`config.mk`:
```
export PLATFORM = sky130hd
export DESIGN_NAME = lnk_tx_arbiter
export DESIGN_NICKNAME = d
export VERILOG_FILES = /design/src/rtl/lnk_tx_pkg.sv /design/src/rtl/lnk_tx_crc.sv /design/src/rtl/lnk_tx_timing.sv /design/src/rtl/lnk_tx_framer.sv /design/src/rtl/lnk_tx_arbiter.sv
export SDC_FILE = /design/constraint.sdc
export NUM_CORES = 1
export LEC_CHECK = 0
export BUFFER_PORTS_ARGS = -buffer_cell sky130_fd_sc_hd__buf_2
export CAP_MARGIN = 30
export CORE_MARGIN = 2
export CORE_UTILIZATION = 50
export DETAILED_ROUTE_END_ITERATION = 10
export PLACE_DENSITY_LB_ADDON = 0.3
export SYNTH_ARGS = -nofsm -noshare
export SYNTH_HDL_FRONTEND = slang
export SYNTH_HIERARCHICAL = 1
export SYNTH_SLANG_ARGS = --single-unit
```
`constraint.sdc`:
```
create_clock -name clk -period 2.9 [get_ports clk]
set_clock_uncertainty 0.1 [all_clocks]
set_input_delay 0.87 -clock clk [delete_from_list [all_inputs] [get_ports clk]]
set_output_delay 0.87 -clock clk [all_outputs]
set_load 0.05 [all_outputs]
```
`src/rtl/lnk_tx_pkg.sv`:
```
package lnk_tx_pkg;
  localparam int WORD_W = 16;
  localparam int CTL_W  = 2;
  localparam int NSRC   = 2;
  localparam int SRC_BULK = 0;
  localparam int SRC_CTRL = 1;

  localparam logic [CTL_W-1:0] KIND_DATA = 2'b00;
  localparam logic [CTL_W-1:0] KIND_SPEC = 2'b11;

  localparam logic [WORD_W-1:0] SP_IDLE = 16'h1C1C;
  localparam logic [WORD_W-1:0] SP_OPEN_BULK = 16'h3C3C;
  localparam logic [WORD_W-1:0] SP_OPEN_CTRL = 16'h5C5C;
  localparam logic [WORD_W-1:0] SP_CLOSE = 16'h7C7C;
  localparam logic [WORD_W-1:0] SP_SYNC = 16'h9C9C;

  typedef enum logic [1:0] {
    FR_IDLE,
    FR_PAY,
    FR_CRC,
    FR_CLOSE
  } fr_state_t;
endpackage

```
`src/rtl/lnk_tx_crc.sv`:
```
module lnk_tx_crc
  import lnk_tx_pkg::*;
#(
  parameter logic [WORD_W-1:0] POLY = 16'h1021,
  parameter logic [WORD_W-1:0] SEED = 16'hFFFF
) (
  input  logic              clk,
  input  logic              rst_n,
  input  logic              clear,
  input  logic              update,
  input  logic [WORD_W-1:0] word,
  output logic [WORD_W-1:0] crc
);
  function automatic logic [WORD_W-1:0] crc_step(input logic [WORD_W-1:0] c,
                                                 input logic [WORD_W-1:0] d);
    logic [WORD_W-1:0] r;
    r = c;
    for (int b = WORD_W - 1; b >= 0; b--) begin
      if (r[WORD_W-1] ^ d[b]) r = (r << 1) ^ POLY;
      else                    r = r << 1;
    end
    return r;
  endfunction

  always_ff @(posedge clk or negedge rst_n) begin
    if (!rst_n)      crc <= SEED;
    else if (clear)  crc <= SEED;
    else if (update) crc <= crc_step(crc, word);
  end


  clear_update_excl_chk: assert property (@(posedge clk) disable iff (!rst_n)
    !(clear && update));
endmodule

```
`src/rtl/lnk_tx_timing.sv`:
```
module lnk_tx_timing
  import lnk_tx_pkg::*;
(
  input  logic              clk,
  input  logic              rst_n,
  input  logic              tm_req,
  input  logic [WORD_W-1:0] tm_msg,
  output logic              accept,
  output logic              sync_slot,
  output logic              msg_slot,
  output logic              busy,
  output logic [WORD_W-1:0] msg_q
);
  logic pend_q, ph2_q;

  // a request is taken unless the previous cycle already took one
  assign accept    = tm_req && !pend_q;
  assign sync_slot = pend_q;
  assign msg_slot  = ph2_q;
  assign busy      = pend_q || ph2_q;

  always_ff @(posedge clk or negedge rst_n) begin
    if (!rst_n) begin
      pend_q <= 1'b0;
      ph2_q  <= 1'b0;
      msg_q  <= '0;
    end else begin
      pend_q <= accept;
      ph2_q  <= pend_q;
      if (accept) msg_q <= tm_msg;
    end
  end


  sync_then_msg_chk: assert property (@(posedge clk) disable iff (!rst_n)
    sync_slot |=> msg_slot);


  no_slot_overlap_chk: assert property (@(posedge clk) disable iff (!rst_n)
    !(sync_slot && msg_slot));
endmodule

```
`src/rtl/lnk_tx_framer.sv`:
```
module lnk_tx_framer
  import lnk_tx_pkg::*;
(
  input  logic                          clk,
  input  logic                          rst_n,
  input  logic                          hold,
  input  logic [NSRC-1:0]               src_valid,
  input  logic [NSRC-1:0]               src_last,
  input  logic [NSRC-1:0][WORD_W-1:0]   src_word,
  output logic [NSRC-1:0]               src_ready,
  input  logic [WORD_W-1:0]             crc_val,
  output logic                          crc_clear,
  output logic                          crc_upd,
  output logic [WORD_W-1:0]             pay_word,
  output logic [WORD_W-1:0]             nxt_word,
  output logic [CTL_W-1:0]              nxt_ctl
);
  fr_state_t state_q, state_d;
  logic      sel_q, sel_d;
  logic      cur_valid, cur_last, start;

  assign cur_valid = src_valid[sel_q];
  assign cur_last  = src_last[sel_q];
  assign pay_word  = src_word[sel_q];

  for (genvar i = 0; i < NSRC; i++) begin : g_ready
    assign src_ready[i] = (state_q == FR_PAY) && (sel_q == 1'(i)) && !hold;
  end

  assign crc_upd   = |(src_ready & src_valid);
  assign start     = (state_q == FR_IDLE) && !hold && (|src_valid);
  assign crc_clear = start;

  always_comb begin
    state_d  = state_q;
    sel_d    = sel_q;
    nxt_word = SP_IDLE;
    nxt_ctl  = KIND_SPEC;
    if (!hold) begin
      unique case (state_q)
        FR_IDLE: begin
          if (src_valid[SRC_CTRL]) begin
            sel_d    = 1'b1;
            nxt_word = SP_OPEN_CTRL;
            state_d  = FR_PAY;
          end else if (src_valid[SRC_BULK]) begin
            sel_d    = 1'b0;
            nxt_word = SP_OPEN_BULK;
            state_d  = FR_PAY;
          end
        end
        FR_PAY: begin
          if (cur_valid) begin
            nxt_word = pay_word;
            nxt_ctl  = KIND_DATA;
            if (cur_last) state_d = FR_CRC;
          end
        end
        FR_CRC: begin
          nxt_word = crc_val;
          nxt_ctl  = KIND_DATA;
          state_d  = FR_CLOSE;
        end
        FR_CLOSE: begin
          nxt_word = SP_CLOSE;
          state_d  = FR_IDLE;
        end
        default: state_d = FR_IDLE;
      endcase
    end
  end

  always_ff @(posedge clk or negedge rst_n) begin
    if (!rst_n) begin
      state_q <= FR_IDLE;
      sel_q   <= 1'b0;
    end else begin
      state_q <= state_d;
      sel_q   <= sel_d;
    end
  end


  one_ready_chk: assert property (@(posedge clk) disable iff (!rst_n)
    $onehot0(src_ready));


  crc_to_close_chk: assert property (@(posedge clk) disable iff (!rst_n)
    (state_q == FR_CRC && !hold) |=> (state_q == FR_CLOSE));


  hold_freezes_chk: assert property (@(posedge clk) disable iff (!rst_n)
    hold |=> $stable(state_q) && $stable(sel_q));
endmodule

```
`src/rtl/lnk_tx_arbiter.sv`:
```
module lnk_tx_arbiter
  import lnk_tx_pkg::*;
#(
  parameter logic [WORD_W-1:0] CRC_POLY = 16'h1021,
  parameter logic [WORD_W-1:0] CRC_SEED = 16'hFFFF
) (
  input  logic              clk,
  input  logic              rst_n,
  input  logic              bulk_valid,
  output logic              bulk_ready,
  input  logic [WORD_W-1:0] bulk_word,
  input  logic              bulk_last,
  input  logic              ctrl_valid,
  output logic              ctrl_ready,
  input  logic [WORD_W-1:0] ctrl_word,
  input  logic              ctrl_last,
  input  logic              tm_req,
  input  logic [WORD_W-1:0] tm_msg,
  output logic [WORD_W-1:0] tx_word,
  output logic [CTL_W-1:0]  tx_ctl
);
  logic                        accept, sync_slot, msg_slot, busy;
  logic [WORD_W-1:0]           msg_q, crc_val, pay_word, nxt_word;
  logic [CTL_W-1:0]            nxt_ctl;
  logic                        crc_clear, crc_upd;
  logic [NSRC-1:0]             src_valid, src_last, src_ready;
  logic [NSRC-1:0][WORD_W-1:0] src_word;

  assign src_valid[SRC_BULK] = bulk_valid;
  assign src_valid[SRC_CTRL] = ctrl_valid;
  assign src_last[SRC_BULK]  = bulk_last;
  assign src_last[SRC_CTRL]  = ctrl_last;
  assign src_word[SRC_BULK]  = bulk_word;
  assign src_word[SRC_CTRL]  = ctrl_word;
  assign bulk_ready          = src_ready[SRC_BULK];
  assign ctrl_ready          = src_ready[SRC_CTRL];

  lnk_tx_timing u_timing (
    .clk       (clk),
    .rst_n     (rst_n),
    .tm_req    (tm_req),
    .tm_msg    (tm_msg),
    .accept    (accept),
    .sync_slot (sync_slot),
    .msg_slot  (msg_slot),
    .busy      (busy),
    .msg_q     (msg_q)
  );

  lnk_tx_framer u_framer (
    .clk       (clk),
    .rst_n     (rst_n),
    .hold      (busy),
    .src_valid (src_valid),
    .src_last  (src_last),
    .src_word  (src_word),
    .src_ready (src_ready),
    .crc_val   (crc_val),
    .crc_clear (crc_clear),
    .crc_upd   (crc_upd),
    .pay_word  (pay_word),
    .nxt_word  (nxt_word),
    .nxt_ctl   (nxt_ctl)
  );

  lnk_tx_crc #(
    .POLY (CRC_POLY),
    .SEED (CRC_SEED)
  ) u_crc (
    .clk    (clk),
    .rst_n  (rst_n),
    .clear  (crc_clear),
    .update (crc_upd),
    .word   (pay_word),
    .crc    (crc_val)
  );

  always_ff @(posedge clk or negedge rst_n) begin
    if (!rst_n) begin
      tx_word <= SP_IDLE;
      tx_ctl  <= KIND_SPEC;
    end else if (sync_slot) begin
      tx_word <= SP_SYNC;
      tx_ctl  <= KIND_SPEC;
    end else if (msg_slot) begin
      tx_word <= msg_q;
      tx_ctl  <= KIND_DATA;
    end else begin
      tx_word <= nxt_word;
      tx_ctl  <= nxt_ctl;
    end
  end


  fixed_latency_chk: assert property (@(posedge clk) disable iff (!rst_n)
    accept |-> ##2 (tx_ctl == KIND_SPEC && tx_word == SP_SYNC));


  msg_follows_sync_chk: assert property (@(posedge clk) disable iff (!rst_n)
    (tx_ctl == KIND_SPEC && tx_word == SP_SYNC) |=> (tx_ctl == KIND_DATA));


  ready_low_insert_chk: assert property (@(posedge clk) disable iff (!rst_n)
    (sync_slot || msg_slot) |-> !(bulk_ready || ctrl_ready));
endmodule

```
=== Word level (Yosys, flattened, before mapping) ===
Index checks and enable logic that the tools add are counted.

* Equal/unequal tests: 6
* Bitwise operators: 35
* Mux-type cells: 73
* Reduce and logical (&&, ||, !) cells: 17
* Magnitude comparators: 1

{| class="wikitable"
|+ Operators with widths
! kind !! number
|-
| two-way mux 16 bit || 39
|-
| two-way mux 13 bit || 16
|-
| case mux 16 bit (4 select lines) || 1
|-
| NOT 3 bit || 16
|-
| two-way mux 2 bit || 8
|-
| XOR 1 bit || 16
|-
| two-way mux 14 bit || 1
|-
| case mux 2 bit (4 select lines) || 1
|-
| logical AND 1 bit || 7
|-
| two-way mux 1 bit || 6
|-
| == test 2 bit (second input constant) || 2
|-
| != test 2 x 1 -> 1 bit (second input constant) || 2
|-
| case mux 2 bit (2 select lines) || 1
|-
| AND reduction 4 bit || 1
|-
| nonzero test 2 bit || 2
|-
| OR reduction 2 bit || 2
|-
| != test 3 bit (second input constant) || 1
|-
| AND reduction 3 bit || 1
|-
| AND 2 bit || 1
|-
| == test 2 x 1 -> 1 bit (second input constant) || 1
|-
| logical NOT 1 bit || 2
|-
| logical NOT 2 bit || 1
|-
| < comparator 1 x 2 -> 1 bit (second input constant) || 1
|-
| NOT 1 bit || 2
|-
| logical OR 1 bit || 1
|}

* Register bits after elaboration: 55
* Input bits: 55
* Word-level logic and storage cells: 140
* Output and inout bits: 20

=== Longest topological paths before layout ===
Gate-level depths: netlist of run 1.

* Depth in word-level cells: 67
* Gate-level depth with buffers: 10
* Mapped depth without buffers: 9

=== By module ===
Netlist of run 1, hierarchy kept.

{| class="wikitable"
|+ Modules (own cells, without submodules)
! module !! area an instance (sq um) !! instances !! cells each !! sequential area each (sq um)
|-
| lnk_tx_crc || 1234.9 || 1 || 113 || 420.4
|-
| lnk_tx_framer || 819.5 || 1 || 102 || 75.1
|-
| lnk_tx_arbiter || 768.2 || 1 || 57 || 460.4
|-
| lnk_tx_timing || 708.2 || 1 || 38 || 450.4
|}

=== Worst setup path after synthesis of run 1 ===
OpenSTA, ideal clock, no wires.

* Kind: reg-to-reg
* From: register u_timing.ph2_q, in the netlist u_timing/msg_slot
* To: register u_crc.crc[12]
* Setup time: 75 ps
* Slack: -472 ps
* Cell stages (with the launch flop): 9
* Arrival time: 3197 ps
* Required time: 2725 ps
* Path buffers: 1
* Path through: dfrtp_1 or2_2 clkbuf_1 nor3b_1 a22o_1 clkinv_1 or2_0 mux2i_1 mux2i_1

* Longest elaborated chain between the ends: 6
* Elaborated cells on any way between the ends: 10
* Those cells by class: mux: 1; bitwise: 1; reduce/logical: 8

{| class="wikitable"
|+ Ends and longest elaborated chain
! element !! RTL line !! source
|-
| start: declaration || lnk_tx_timing.sv:14 || <nowiki>logic pend_q, ph2_q;</nowiki>
|-
| start signal: assignment || lnk_tx_timing.sv:29 || <nowiki>ph2_q <= pend_q;</nowiki>
|-
| logical OR 1 bit || lnk_tx_timing.sv:20 || <nowiki>assign busy = pend_q || ph2_q;</nowiki>
|-
| named net busy || lnk_tx_arbiter.sv:22 || <nowiki>logic accept, sync_slot, msg_slot, busy;</nowiki>
|-
| logical NOT 1 bit || lnk_tx_framer.sv:27 || <nowiki>assign src_ready[i] = (state_q == FR_PAY) && (sel_q == 1'(i)) && !hold;</nowiki>
|-
| logical AND 1 bit || lnk_tx_framer.sv:27 ||
|-
| named net bulk_ready || lnk_tx_arbiter.sv:10 || <nowiki>output logic bulk_ready,</nowiki>
|-
| AND 2 bit || lnk_tx_framer.sv:30 || <nowiki>assign crc_upd = |(src_ready & src_valid);</nowiki>
|-
| OR reduction 2 bit || lnk_tx_framer.sv:30 ||
|-
| named net crc_upd || lnk_tx_arbiter.sv:25 || <nowiki>logic crc_clear, crc_upd;</nowiki>
|-
| nonzero test 2 bit (no line) || -- ||
|-
| end signal: assignment || lnk_tx_crc.sv:28 || <nowiki>else if (update) crc <= crc_step(crc, word);</nowiki>
|-
| end: declaration || lnk_tx_crc.sv:12 || <nowiki>output logic [WORD_W-1:0] crc</nowiki>
|}

The timed path passes the listed nets, and every way through them passes these cells.
A chain may end at the register's enable or synchronous reset.

=== Worst setup path in the final report of run 1 ===
* From: register u_framer.state_q[1]
* To: output ctrl_ready

* Longest elaborated chain between the ends: 3

{| class="wikitable"
|+ Ends and longest elaborated chain
! element !! RTL line !! source
|-
| start: declaration || lnk_tx_framer.sv:18 || <nowiki>fr_state_t state_q, state_d;</nowiki>
|-
| start signal: assignment || lnk_tx_framer.sv:78 || <nowiki>state_q <= state_d;</nowiki>
|-
| == test 2 x 1 -> 1 bit || lnk_tx_framer.sv:27 ||
|-
| logical AND 1 bit (2 in series) || lnk_tx_framer.sv:27 ||
|-
| end: declaration || lnk_tx_arbiter.sv:14 || <nowiki>output logic ctrl_ready,</nowiki>
|}

Every way passes these cells.

==> results of run 1 <==
power groups by stage:
stage / clock network (W) / logic (W) / registers [W]
2_1_floorplan: 0 / 0.00280 / 0.00140
3_3_place_gp: 0 / 0.00414 / 0.00121
3_5_place_dp: 0 / 0.00425 / 0.00122
4_1_cts: 0.000458 / 0.00427 / 0.00120
5_1_grt: 0.000485 / 0.00458 / 0.00123
6_report: 0.000435 / 0.00429 / 0.00120
kinds of logic (layout without fill, tap and decap cells):
logic type	count (synthesis)	count (layout)	share of synthesized area, %
AOI/OAI and AO/OA	53	53	11.94
and+or+nand+nor	80	80	11.66
adders and majority gates	7	7	2.480
buffers and inverters	26	117	4.748
muxes	45	45	15.02
xor gates and xnor gates	44	44	14.32
DFF	55	55	39.83
cells in the mapped netlist (2+ instances only):
library cell / n
dfrtp_1: 31
nor2_1: 31
dfstp_2: 24
mux2_2: 24
xnor2_1: 19
a211o_1: 15
xor2_1: 14
nand2_1: 13
mux2i_1: 11
mux2_4: 10
nand2b_1: 8
a21oi_1: 7
ha_1: 7
nor2b_1: 7
a221o_1: 6
a22oi_1: 6
buf_2: 6
xnor2_2: 5
a21o_1: 4
a31oi_1: 4
and2b_2: 4
clkbuf_1: 4
inv_1: 4
or2_2: 4
buf_1: 3
buf_6: 3
nor3_1: 3
a22o_1: 2
and2b_4: 2
and3_1: 2
buf_12: 2
buf_4: 2
nor3b_1: 2
o21bai_1: 2
xnor3_2: 2
worst min-delay path by stage:
stage	start	endpoint	slack, ps
6_report	u_timing/msg_q[3]	tx_word[3]	400
2_1_floorplan	u_timing/sync_slot	u_timing/msg_slot	280
5_1_grt	u_timing/msg_q[4]	tx_word[4]	430
3_3_place_gp	u_timing/msg_q[2]	tx_word[2]	370
3_5_place_dp	u_timing/msg_q[10]	tx_word[10]	380
4_1_cts	u_timing/msg_q[10]	tx_word[10]	410
routing by layer:
| layer | vias to the layer above | share of wire, % | global-route usage [%] |
|---|---|---|---|
| met5 | - | 0 | 0 |
| met4 | 0 | 1.6 | 7.163 |
| met3 | 10 | 5.6 | 3.959 |
| met2 | 82 | 49 | 36.78 |
| met1 | 1286 | 44 | 28.91 |
| li1 | 1249 | - | - |
cell type report:
type	count	area [sq um]	share of cell area (%)
flip-flops and latches	55	1406	33.38
inverters	6	22.52	0.5346
clock inverters	2	16.27	0.3861
well taps	96	120.1	2.851
repair buffers	103	600.6	14.26
clock buffers	6	72.57	1.723
multi-input cells	229	1974	46.87
flip-flops by register name, summed over array words and instances (netlist names):
signal	flops
u_framer/state_q	2
tx_ctl	2
u_framer/sel_q	1
u_timing/msg_slot	1
u_timing/sync_slot	1
tx_word	16
u_timing/msg_q	16
u_crc/crc	16
worst register-to-register path, stage by stage (launching register included):
cell,delay [ps]
dfrtp_1,410
buf_12,170
mux2_2,390
xor2_2,210
xnor3_2,480
xnor2_2,270
xor3_2,310
and3_1,200
o21bai_2,100
metrics by stage:
stage / utilization, % / power, W
finish: 61.67 / 0.005926
global route: 61.67 / 0.006293
CTS: 61.63 / 0.005931
detailed placement: 60.33 / 0.005461
global placement: 60.33 / 0.005349
floorplan: - / 0.004200
==> results.sh, run 1 <==
export IMPL_fin_cells=497
export IMPL_critPathKind="register to output port"
export IMPL_post_cts_resized=0
export IMPL_p_clk_share_pct=7.3
export IMPL_p_comb_share_pct=72.4
export IMPL_p_seq_share_pct=20.3
export IMPL_switchingPower_w=0.002498
export IMPL_num_vias=2627
export IMPL_row_count=30
export IMPL_post_cts_buffers=0
export IMPL_clock_fmax_ghz=0.3654
export IMPL_syn_nets=372
export IMPL_startpoint="u_framer/state_q[1]"
export IMPL_hpwl_microns=6094
export IMPL_routed_wl_microns=8105
export IMPL_p_int_w=0.003428
export IMPL_crit_slowest_cell="dfrtp_1"
export IMPL_first_pass_iters=4
export IMPL_setup_tns_ps=0
export IMPL_rr_startpoint="u_framer/sel_q"
export IMPL_hold_depth=1
export IMPL_wl_per_cell_microns=16.31
export IMPL_ir_drop_mv=0.8228
export IMPL_synthFlopType="dfrtp_1"
export IMPL_synth_area_leaders="dfrtp_1 (22%), dfstp_2 (18%), mux2_2 (7.7%)"
export IMPL_crit_buf_inv=2
export IMPL_seq_area_frac_synth_pct=39.83
export IMPL_grt_setup_unrepaired="false"
export IMPL_relSlewSlack_pct=61.70
export IMPL_cts_tree="built"
export IMPL_cts_num_sinks=55
export IMPL_placeableCoreArea_sq_um=6832
export IMPL_finalHoldViolations=0
export IMPL_mostFrequentLayoutCell="buf_2"
export IMPL_place_area_sq_um=4121
export IMPL_path_cells="inv_1, ha_2, nand2_4, nor2_1, buf_2"
export IMPL_status="complete, no violations"
export IMPL_syn_area_sq_um=3531
export IMPL_synth_seq_cells=55
export IMPL_grt_use_total_pct=21.94
export IMPL_ys_types=52
export IMPL_grt_pass1_vias=2674
export IMPL_dp_slack_ps=-81.40
export IMPL_cp_arrival_ps=1770
export IMPL_clk_pin_slew_ps=100
export IMPL_cts_buffer_depth=2
export IMPL_tightest_slew_ps=574.4
export IMPL_cellPowerDensity_nw_per_um2=1407
export IMPL_place_congestion=0.8833
export IMPL_max_stage_delay_ps=470
export IMPL_synth_top_area_share_pct=21.97
export IMPL_antenna_found_initial=0
export IMPL_cp_required_ps=1930
export IMPL_fin_hold_ws_ps=401.8
export IMPL_cp_top_family="flip-flops"
export IMPL_synth_top_area_cell="dfrtp_1"
export IMPL_grt_pass1_wl_microns=12980
export IMPL_final_cell_mix="buf_2 (74), nor2_1 (31), dfrtp_1 (31)"
export IMPL_p_leak_nw=1.976
export IMPL_htreeDepth=2
export IMPL_reg2reg_depth=8
export IMPL_cp_max_fo=9
export IMPL_initialDrtViolationCount=124
export IMPL_numCtsBuffers=5
export IMPL_io_buffers=74
export IMPL_maxCapViolations=0
export IMPL_start_util_pct=51.68
export IMPL_p_sw_share_pct=42.15
export IMPL_reg2reg_to="u_crc/crc[14]"
export IMPL_setup_viol=0
export IMPL_nNetsFinal=462
export IMPL_dp_cells=489
export IMPL_yosysWarnings=6
export IMPL_antenna_cells=0
export IMPL_hold_class="register to register"
export IMPL_grt_max_degree=26
export IMPL_io_pins=75
export IMPL_drtAntennaViolNets=0
export IMPL_min_period_over_period_pct=94.38
export IMPL_synth_edf_count=0
export IMPL_worstSkewPairLatency_ps=310
export IMPL_area_growth_pct=19.31
export IMPL_die_w_microns=88.04
export IMPL_dieArea_sq_um=7750
export IMPL_final_area_sq_um=4213
export IMPL_path_depth=5
export IMPL_clk_root_buffer_cell="clkbuf_8"
export IMPL_grt_overflow=0
export IMPL_die_y_microns=88.04
export IMPL_slew_viol_final=0
export IMPL_syn_inst=310
export IMPL_fillers=604
export IMPL_endpoint="ctrl_ready"
export IMPL_startpoint_type="register"
export IMPL_via_per_inst=5.286
export IMPL_layout_min_cycle_time_ps=2737
export IMPL_synthArstFlopShare_pct=100.0
export IMPL_ctsHoldBuffers=0
export IMPL_worst_r2r_setup_slack_ps=200
export IMPL_end_kind="output port"
export IMPL_drive_above_1_share_pct=48.63
export IMPL_drc=0
export IMPL_avgSynthCellArea_sq_um=11.39
export IMPL_setup_ws_ps=163.0
(Power assumes the default switching activity.)
==> run 2: changes to the inputs <==
--- a/config.mk
+++ b/config.mk
@@ -10,7 +10,7 @@
 export CORE_MARGIN = 2
 export CORE_UTILIZATION = 50
 export DETAILED_ROUTE_END_ITERATION = 10
-export PLACE_DENSITY_LB_ADDON = 0.3
+export PLACE_DENSITY = 0.84
 export SYNTH_ARGS = -nofsm -noshare
 export SYNTH_HDL_FRONTEND = slang
 export SYNTH_HIERARCHICAL = 1
==> run 2 against run 1 <==
Highest routed layer unchanged. First-iteration DRC count up 21%. Combinational power decreased by 3%. Cell area decreased by 0.53%. Critical path depth did not move. Count of clock-buffer cells in the layout stayed put. Hold slack lost 1.2 ps. Routed wire length fell by 0.22%. Critical endpoint unchanged. Via count up 0.38%. Die area unchanged. Register-to-register slack improved by 90 ps. Sequential power about the same. Critical path type unchanged. Global-route usage shrank 0.33 points.
==> results.sh, run 2 (synthesis results as in run 1) <==
export IMPL_setup_ws_ps=234.5
export IMPL_fin_hold_ws_ps=400.6
export IMPL_grt_pass1_vias=2620
export IMPL_grt_pass1_wl_microns=12720
export IMPL_endpoint="ctrl_ready"
export IMPL_die_w_microns=88.04
export IMPL_antenna_found_initial=0
export IMPL_worst_r2r_setup_slack_ps=290
export IMPL_cellPowerDensity_nw_per_um2=1387
export IMPL_startpoint_type="register"
export IMPL_reg2reg_depth=8
export IMPL_layout_min_cycle_time_ps=2665
export IMPL_post_cts_resized=0
export IMPL_slew_viol_final=0
export IMPL_cp_required_ps=1930
export IMPL_grt_use_total_pct=21.60
export IMPL_wl_per_cell_microns=16.37
export IMPL_area_growth_pct=18.67
export IMPL_path_cells="inv_1, ha_2, nand2_4, nor2_1, buf_2"
export IMPL_post_cts_buffers=0
export IMPL_power_w=0.005812
export IMPL_io_pins=75
export IMPL_finalHoldViolations=0
export IMPL_startpoint="u_framer/state_q[1]"
export IMPL_reg2reg_to="u_crc/crc[13]"
export IMPL_top_regs="tx_word: 16 flops, u_crc/crc: 16 flops, u_timing/msg_q: 16 flops"
export IMPL_dieArea_sq_um=7750
export IMPL_cp_top_family="flip-flops"
export IMPL_grt_max_degree=56
export IMPL_drc=0
export IMPL_via_per_inst=5.338
export IMPL_io_buffers=74
export IMPL_ir_drop_mv=0.7236
export IMPL_antenna_cells=0
export IMPL_fin_cells=494
export IMPL_hold_class="register to register"
export IMPL_hpwl_microns=6136
export IMPL_drive_above_1_share_pct=48.24
export IMPL_end_kind="output port"
export IMPL_start_util_pct=51.68
export IMPL_final_area_sq_um=4190
export IMPL_initialDrtViolationCount=150
export IMPL_dp_cells=486
export IMPL_critPathKind="register to output port"
export IMPL_dp_slack_ps=-68.79
export IMPL_cp_arrival_ps=1700
export IMPL_ctsHoldBuffers=0
export IMPL_worstSkewPairLatency_ps=310
export IMPL_grt_overflow=0
export IMPL_cts_num_sinks=55
export IMPL_setup_viol=0
export IMPL_rr_startpoint="u_framer/sel_q"
export IMPL_place_area_sq_um=4099
export IMPL_num_vias=2637
export IMPL_first_pass_iters=4
export IMPL_mostFrequentLayoutCell="buf_2"
export IMPL_maxCapViolations=0
export IMPL_clk_pin_slew_ps=100
export IMPL_numCtsBuffers=5
export IMPL_die_y_microns=88.04
export IMPL_routed_wl_microns=8087
export IMPL_cts_buffer_depth=2
export IMPL_final_cell_mix="buf_2 (74), nor2_1 (31), dfrtp_1 (31)"
export IMPL_tightest_slew_ps=705.8
export IMPL_nNetsFinal=459
export IMPL_cp_max_fo=9
export IMPL_status="complete, no violations"
export IMPL_clk_root_buffer_cell="clkbuf_8"
export IMPL_placeableCoreArea_sq_um=6832
export IMPL_htreeDepth=2
export IMPL_grt_setup_unrepaired="false"
export IMPL_relSlewSlack_pct=52.95
export IMPL_clock_fmax_ghz=0.3752
export IMPL_row_count=30
export IMPL_p_leak_nw=1.961
export IMPL_crit_slowest_cell="dfrtp_1"
export IMPL_fillers=559
export IMPL_crit_buf_inv=2
export IMPL_drtAntennaViolNets=0
export IMPL_min_period_over_period_pct=91.91
export IMPL_cts_tree="built"
export IMPL_place_congestion=0.9157
export IMPL_max_stage_delay_ps=460
export IMPL_path_depth=5
[run 2: power by group]
group	total (W)	leakage (nW)	internal (W)	switching, W
logic	0.00417	1.29	0.00216	0.00202
registers	0.00121	0.630	0.00105	0.000156
clock network	0.000432	0.0418	0.000174	0.000258
total	0.00581	1.96	0.00338	0.00243
[run 2: worst min path at each step]
stage / startpoint / to / slack (ps) / cells after the start
6_report: u_timing/msg_q[7] / tx_word[7] / 400 / 1
4_1_cts: u_timing/msg_q[7] / tx_word[7] / 410 / 1
5_1_grt: u_timing/msg_q[13] / u_timing/msg_q[13] / 430 / 1
2_1_floorplan: u_timing/sync_slot / u_timing/msg_slot / 280 / 0
3_3_place_gp: u_timing/msg_q[2] / tx_word[2] / 370 / 1
3_5_place_dp: u_timing/msg_q[7] / tx_word[7] / 380 / 1
[run 2: worst register-to-register path, delay by kind of cell (launching register included)]
| kind | cells | cell delay, ps |
|---|---|---|
| buf+inv | 1 | 190 |
| compound gates | 1 | 120 |
| mux | 1 | 390 |
| flops | 1 | 410 |
| xor+xnor | 4 | 1150 |
| simple gates | 1 | 190 |
[run 2: metrics by stage]
step	utilization (%)	TNS [ps]
6_report	61.34	0
5_1_grt	61.34	0
4_1_cts	61.30	0
3_5_place_dp	60.00	-174.6
3_3_place_gp	60.00	0
2_1_floorplan	-	0
[run 2: cell type report]
type | count | area, sq um | area share [%]
clock buffer | 6 | 72.57 | 1.732
clock inverter | 2 | 16.27 | 0.3882
inverter | 6 | 22.52 | 0.5375
multi-input combinational | 229 | 1974 | 47.12
sequential | 55 | 1406 | 33.56
tap | 96 | 120.1 | 2.867
timing repair buffer | 100 | 578.1 | 13.80
[run 2: per-layer routing]
layer / vias up / share of wire, % / GRT usage, %
met4: 0 / 2.2 / 6.749
met5: - / 0 / 0
met1: 1281 / 41 / 29.06
met3: 15 / 6.8 / 4.147
li1: 1241 / - / -
met2: 100 / 50 / 35.54
==> run 3: changes to the inputs <==
--- a/config.mk
+++ b/config.mk
@@ -6,11 +6,13 @@
 export NUM_CORES = 1
 export LEC_CHECK = 0
 export BUFFER_PORTS_ARGS = -buffer_cell sky130_fd_sc_hd__buf_2
-export CAP_MARGIN = 30
+export CAP_MARGIN = 20
 export CORE_MARGIN = 2
 export CORE_UTILIZATION = 50
+export CTS_BUF_LIST = sky130_fd_sc_hd__clkbuf_2 sky130_fd_sc_hd__clkbuf_4 sky130_fd_sc_hd__clkbuf_8
 export DETAILED_ROUTE_END_ITERATION = 10
 export PLACE_DENSITY = 0.84
+export SETUP_SLACK_MARGIN = 0.2
 export SYNTH_ARGS = -nofsm -noshare
 export SYNTH_HDL_FRONTEND = slang
 export SYNTH_HIERARCHICAL = 1
==> run 3 against run 2 <==
Clock power about the same. Hold slack better by 3.4 ps. Routed wire length down 1.5%. Cell area about the same. Non-clock buffer count down 8. Sequential power about the same. Critical path type unchanged.
==> results.sh, run 3 (synthesis results as in run 1) <==
export IMPL_grt_max_degree=56
export IMPL_worst_r2r_setup_slack_ps=250
export IMPL_min_period_over_period_pct=92.13
export IMPL_reg2reg_depth=8
export IMPL_multi_input_area_sq_um=2042
export IMPL_grt_overflow=0
export IMPL_start_util_pct=51.68
export IMPL_p_leak_nw=1.958
export IMPL_slew_viol_final=0
export IMPL_p_int_w=0.003398
export IMPL_finalHoldViolations=0
export IMPL_io_pins=75
export IMPL_crit_buf_inv=2
export IMPL_max_stage_delay_ps=460
export IMPL_num_vias=2585
export IMPL_reg2reg_to="u_crc/crc[7]"
export IMPL_grt_use_total_pct=21.39
export IMPL_cts_num_sinks=55
export IMPL_hold_class="register to register"
export IMPL_wl_per_cell_microns=16.40
export IMPL_row_count=30
export IMPL_worst_hold_startpoint="u_timing/msg_q[2]"
export IMPL_setup_ws_ps=228.3
export IMPL_clk_pin_slew_ps=100
export IMPL_placeableCoreArea_sq_um=6832
export IMPL_die_w_microns=88.04
export IMPL_cp_top_family="flip-flops"
export IMPL_numCtsBuffers=5
export IMPL_via_per_inst=5.319
export IMPL_first_pass_iters=4
export IMPL_cp_arrival_ps=1700
export IMPL_hold_depth=1
export IMPL_critPathKind="register to output port"
export IMPL_ir_drop_mv=0.7547
export IMPL_fin_util_pct=61.39
export IMPL_grt_pass1_wl_microns=12590
export IMPL_place_congestion=0.9111
export IMPL_layout_min_cycle_time_ps=2672
export IMPL_fillers=555
export IMPL_grt_pass1_vias=2646
export IMPL_final_cell_mix="buf_2 (73), dfrtp_1 (31), nor2_1 (30)"
export IMPL_cts_tree="built"
export IMPL_routed_wl_microns=7968
export IMPL_startpoint_type="register"
export IMPL_p_comb_share_pct=72.1
export IMPL_final_area_sq_um=4194
export IMPL_relSlewSlack_pct=55.02
export IMPL_area_growth_pct=18.78
export IMPL_top_regs="tx_word: 16 flops, u_crc/crc: 16 flops, u_timing/msg_q: 16 flops"
export IMPL_maxCapViolations=0
export IMPL_worstSkewPairLatency_ps=310
export IMPL_antenna_found_initial=0
export IMPL_io_buffers=74
export IMPL_p_clk_share_pct=7.3
export IMPL_place_area_sq_um=4068
export IMPL_cellPowerDensity_nw_per_um2=1410
export IMPL_initialDrtViolationCount=121
export IMPL_setup_viol=0
export IMPL_drtAntennaViolNets=0
export IMPL_htreeDepth=2
export IMPL_end_kind="output port"
export IMPL_dieArea_sq_um=7750
export IMPL_status="complete, no violations"
export IMPL_p_sw_share_pct=42.53
export IMPL_p_seq_share_pct=20.5
export IMPL_drive_above_1_share_pct=49.23
export IMPL_dp_slack_ps=-41.44
export IMPL_clk_root_buffer_cell="clkbuf_8"
export IMPL_drc=0
export IMPL_nNetsFinal=451
export IMPL_antenna_cells=0
export IMPL_die_y_microns=88.04
export IMPL_post_cts_buffers=0
export IMPL_cts_buffer_depth=2
export IMPL_rr_startpoint="u_framer/sel_q"
export IMPL_crit_slowest_cell="dfrtp_1"
export IMPL_grt_setup_unrepaired="true"
export IMPL_tightest_slew_ps=674.7
export IMPL_path_cells="inv_1, ha_2, nand2_4, nor2_2, buf_2"
export IMPL_regArea_sq_um=1406
export IMPL_cp_required_ps=1930
export IMPL_switchingPower_w=0.002515
export IMPL_hpwl_microns=6003
export IMPL_mostFrequentLayoutCell="buf_2"
export IMPL_holdPathEnd="tx_word[2]"
export IMPL_cp_max_fo=9
export IMPL_ctsHoldBuffers=0
export IMPL_clock_fmax_ghz=0.3743
run 3: cell count changes in the layout (fill, tap and decap cells not counted), sizes merged:
cell,change
clkinvlp,-1
buf,-9
clkinv,+2
run 3: timing repair:
item / in CTS / in global routing
resized for setup: 2 / 4
endpoints found under the hold margin: 0 / 0
setup endpoints to repair: 2 / 5
run 3: power by group through the flow:
stage               combinational, W  clock (W)  sequential [W]
floorplan                    0.00287          0         0.00141
global placement             0.00399          0         0.00121
detailed placement           0.00409          0         0.00123
CTS                          0.00412   0.000447         0.00121
global route                 0.00458   0.000471         0.00124
finish                       0.00426   0.000434         0.00121
run 3: area by class of cell:
type,count,area share [%]
tap,96,2.864
sequential,55,33.53
inverter,6,0.5370
timing repair buffer,92,12.20
multi-input combinational,229,48.69
clock inverter,3,0.5370
clock buffer,5,1.641
run 3: per-stage QoR:
stage | power (W) | TNS, ps | cells | hold WS, ps
after CTS | 0.005782 | 0 | 486 | 410.6
after floorplan | 0.004276 | 0 | 310 | 282.7
after global placement | 0.005204 | 0 | 478 | 372.5
after detailed placement | 0.005316 | -57.77 | 478 | 385.0
after global routing | 0.006288 | 0 | 486 | 434.7
final | 0.005912 | 0 | 486 | 404.0
run 3: worst register-to-register path: cells and delay by family (launching register included):
kind            cells  cell delay [ps]
simple gates        1              250
flops               1              400
buf+inv             1              210
mux                 1              380
xor+xnor            3              880
compound gates      2              360
run 3: how the worst max path moves through the flow:
stage,start,to,cells after the start,slack [ps]
finish,u_framer/state_q[1],ctrl_ready,5,230
global route,u_framer/state_q[1],ctrl_ready,5,160
CTS,u_framer/sel_q,u_crc/crc[14],8,230
detailed placement,ctrl_word[6],u_crc/crc[14],8,-40
global placement,ctrl_word[6],u_crc/crc[14],8,9
floorplan,ctrl_word[6],u_crc/crc[14],7,200
run 3: layer usage:
layer	share of wire (%)	track usage (%)	up-vias
li1	-	-	1229
met1	43	28.49	1240
met2	49	35.40	102
met3	6.0	3.487	14
met4	1.6	7.851	0
met5	0	0	-
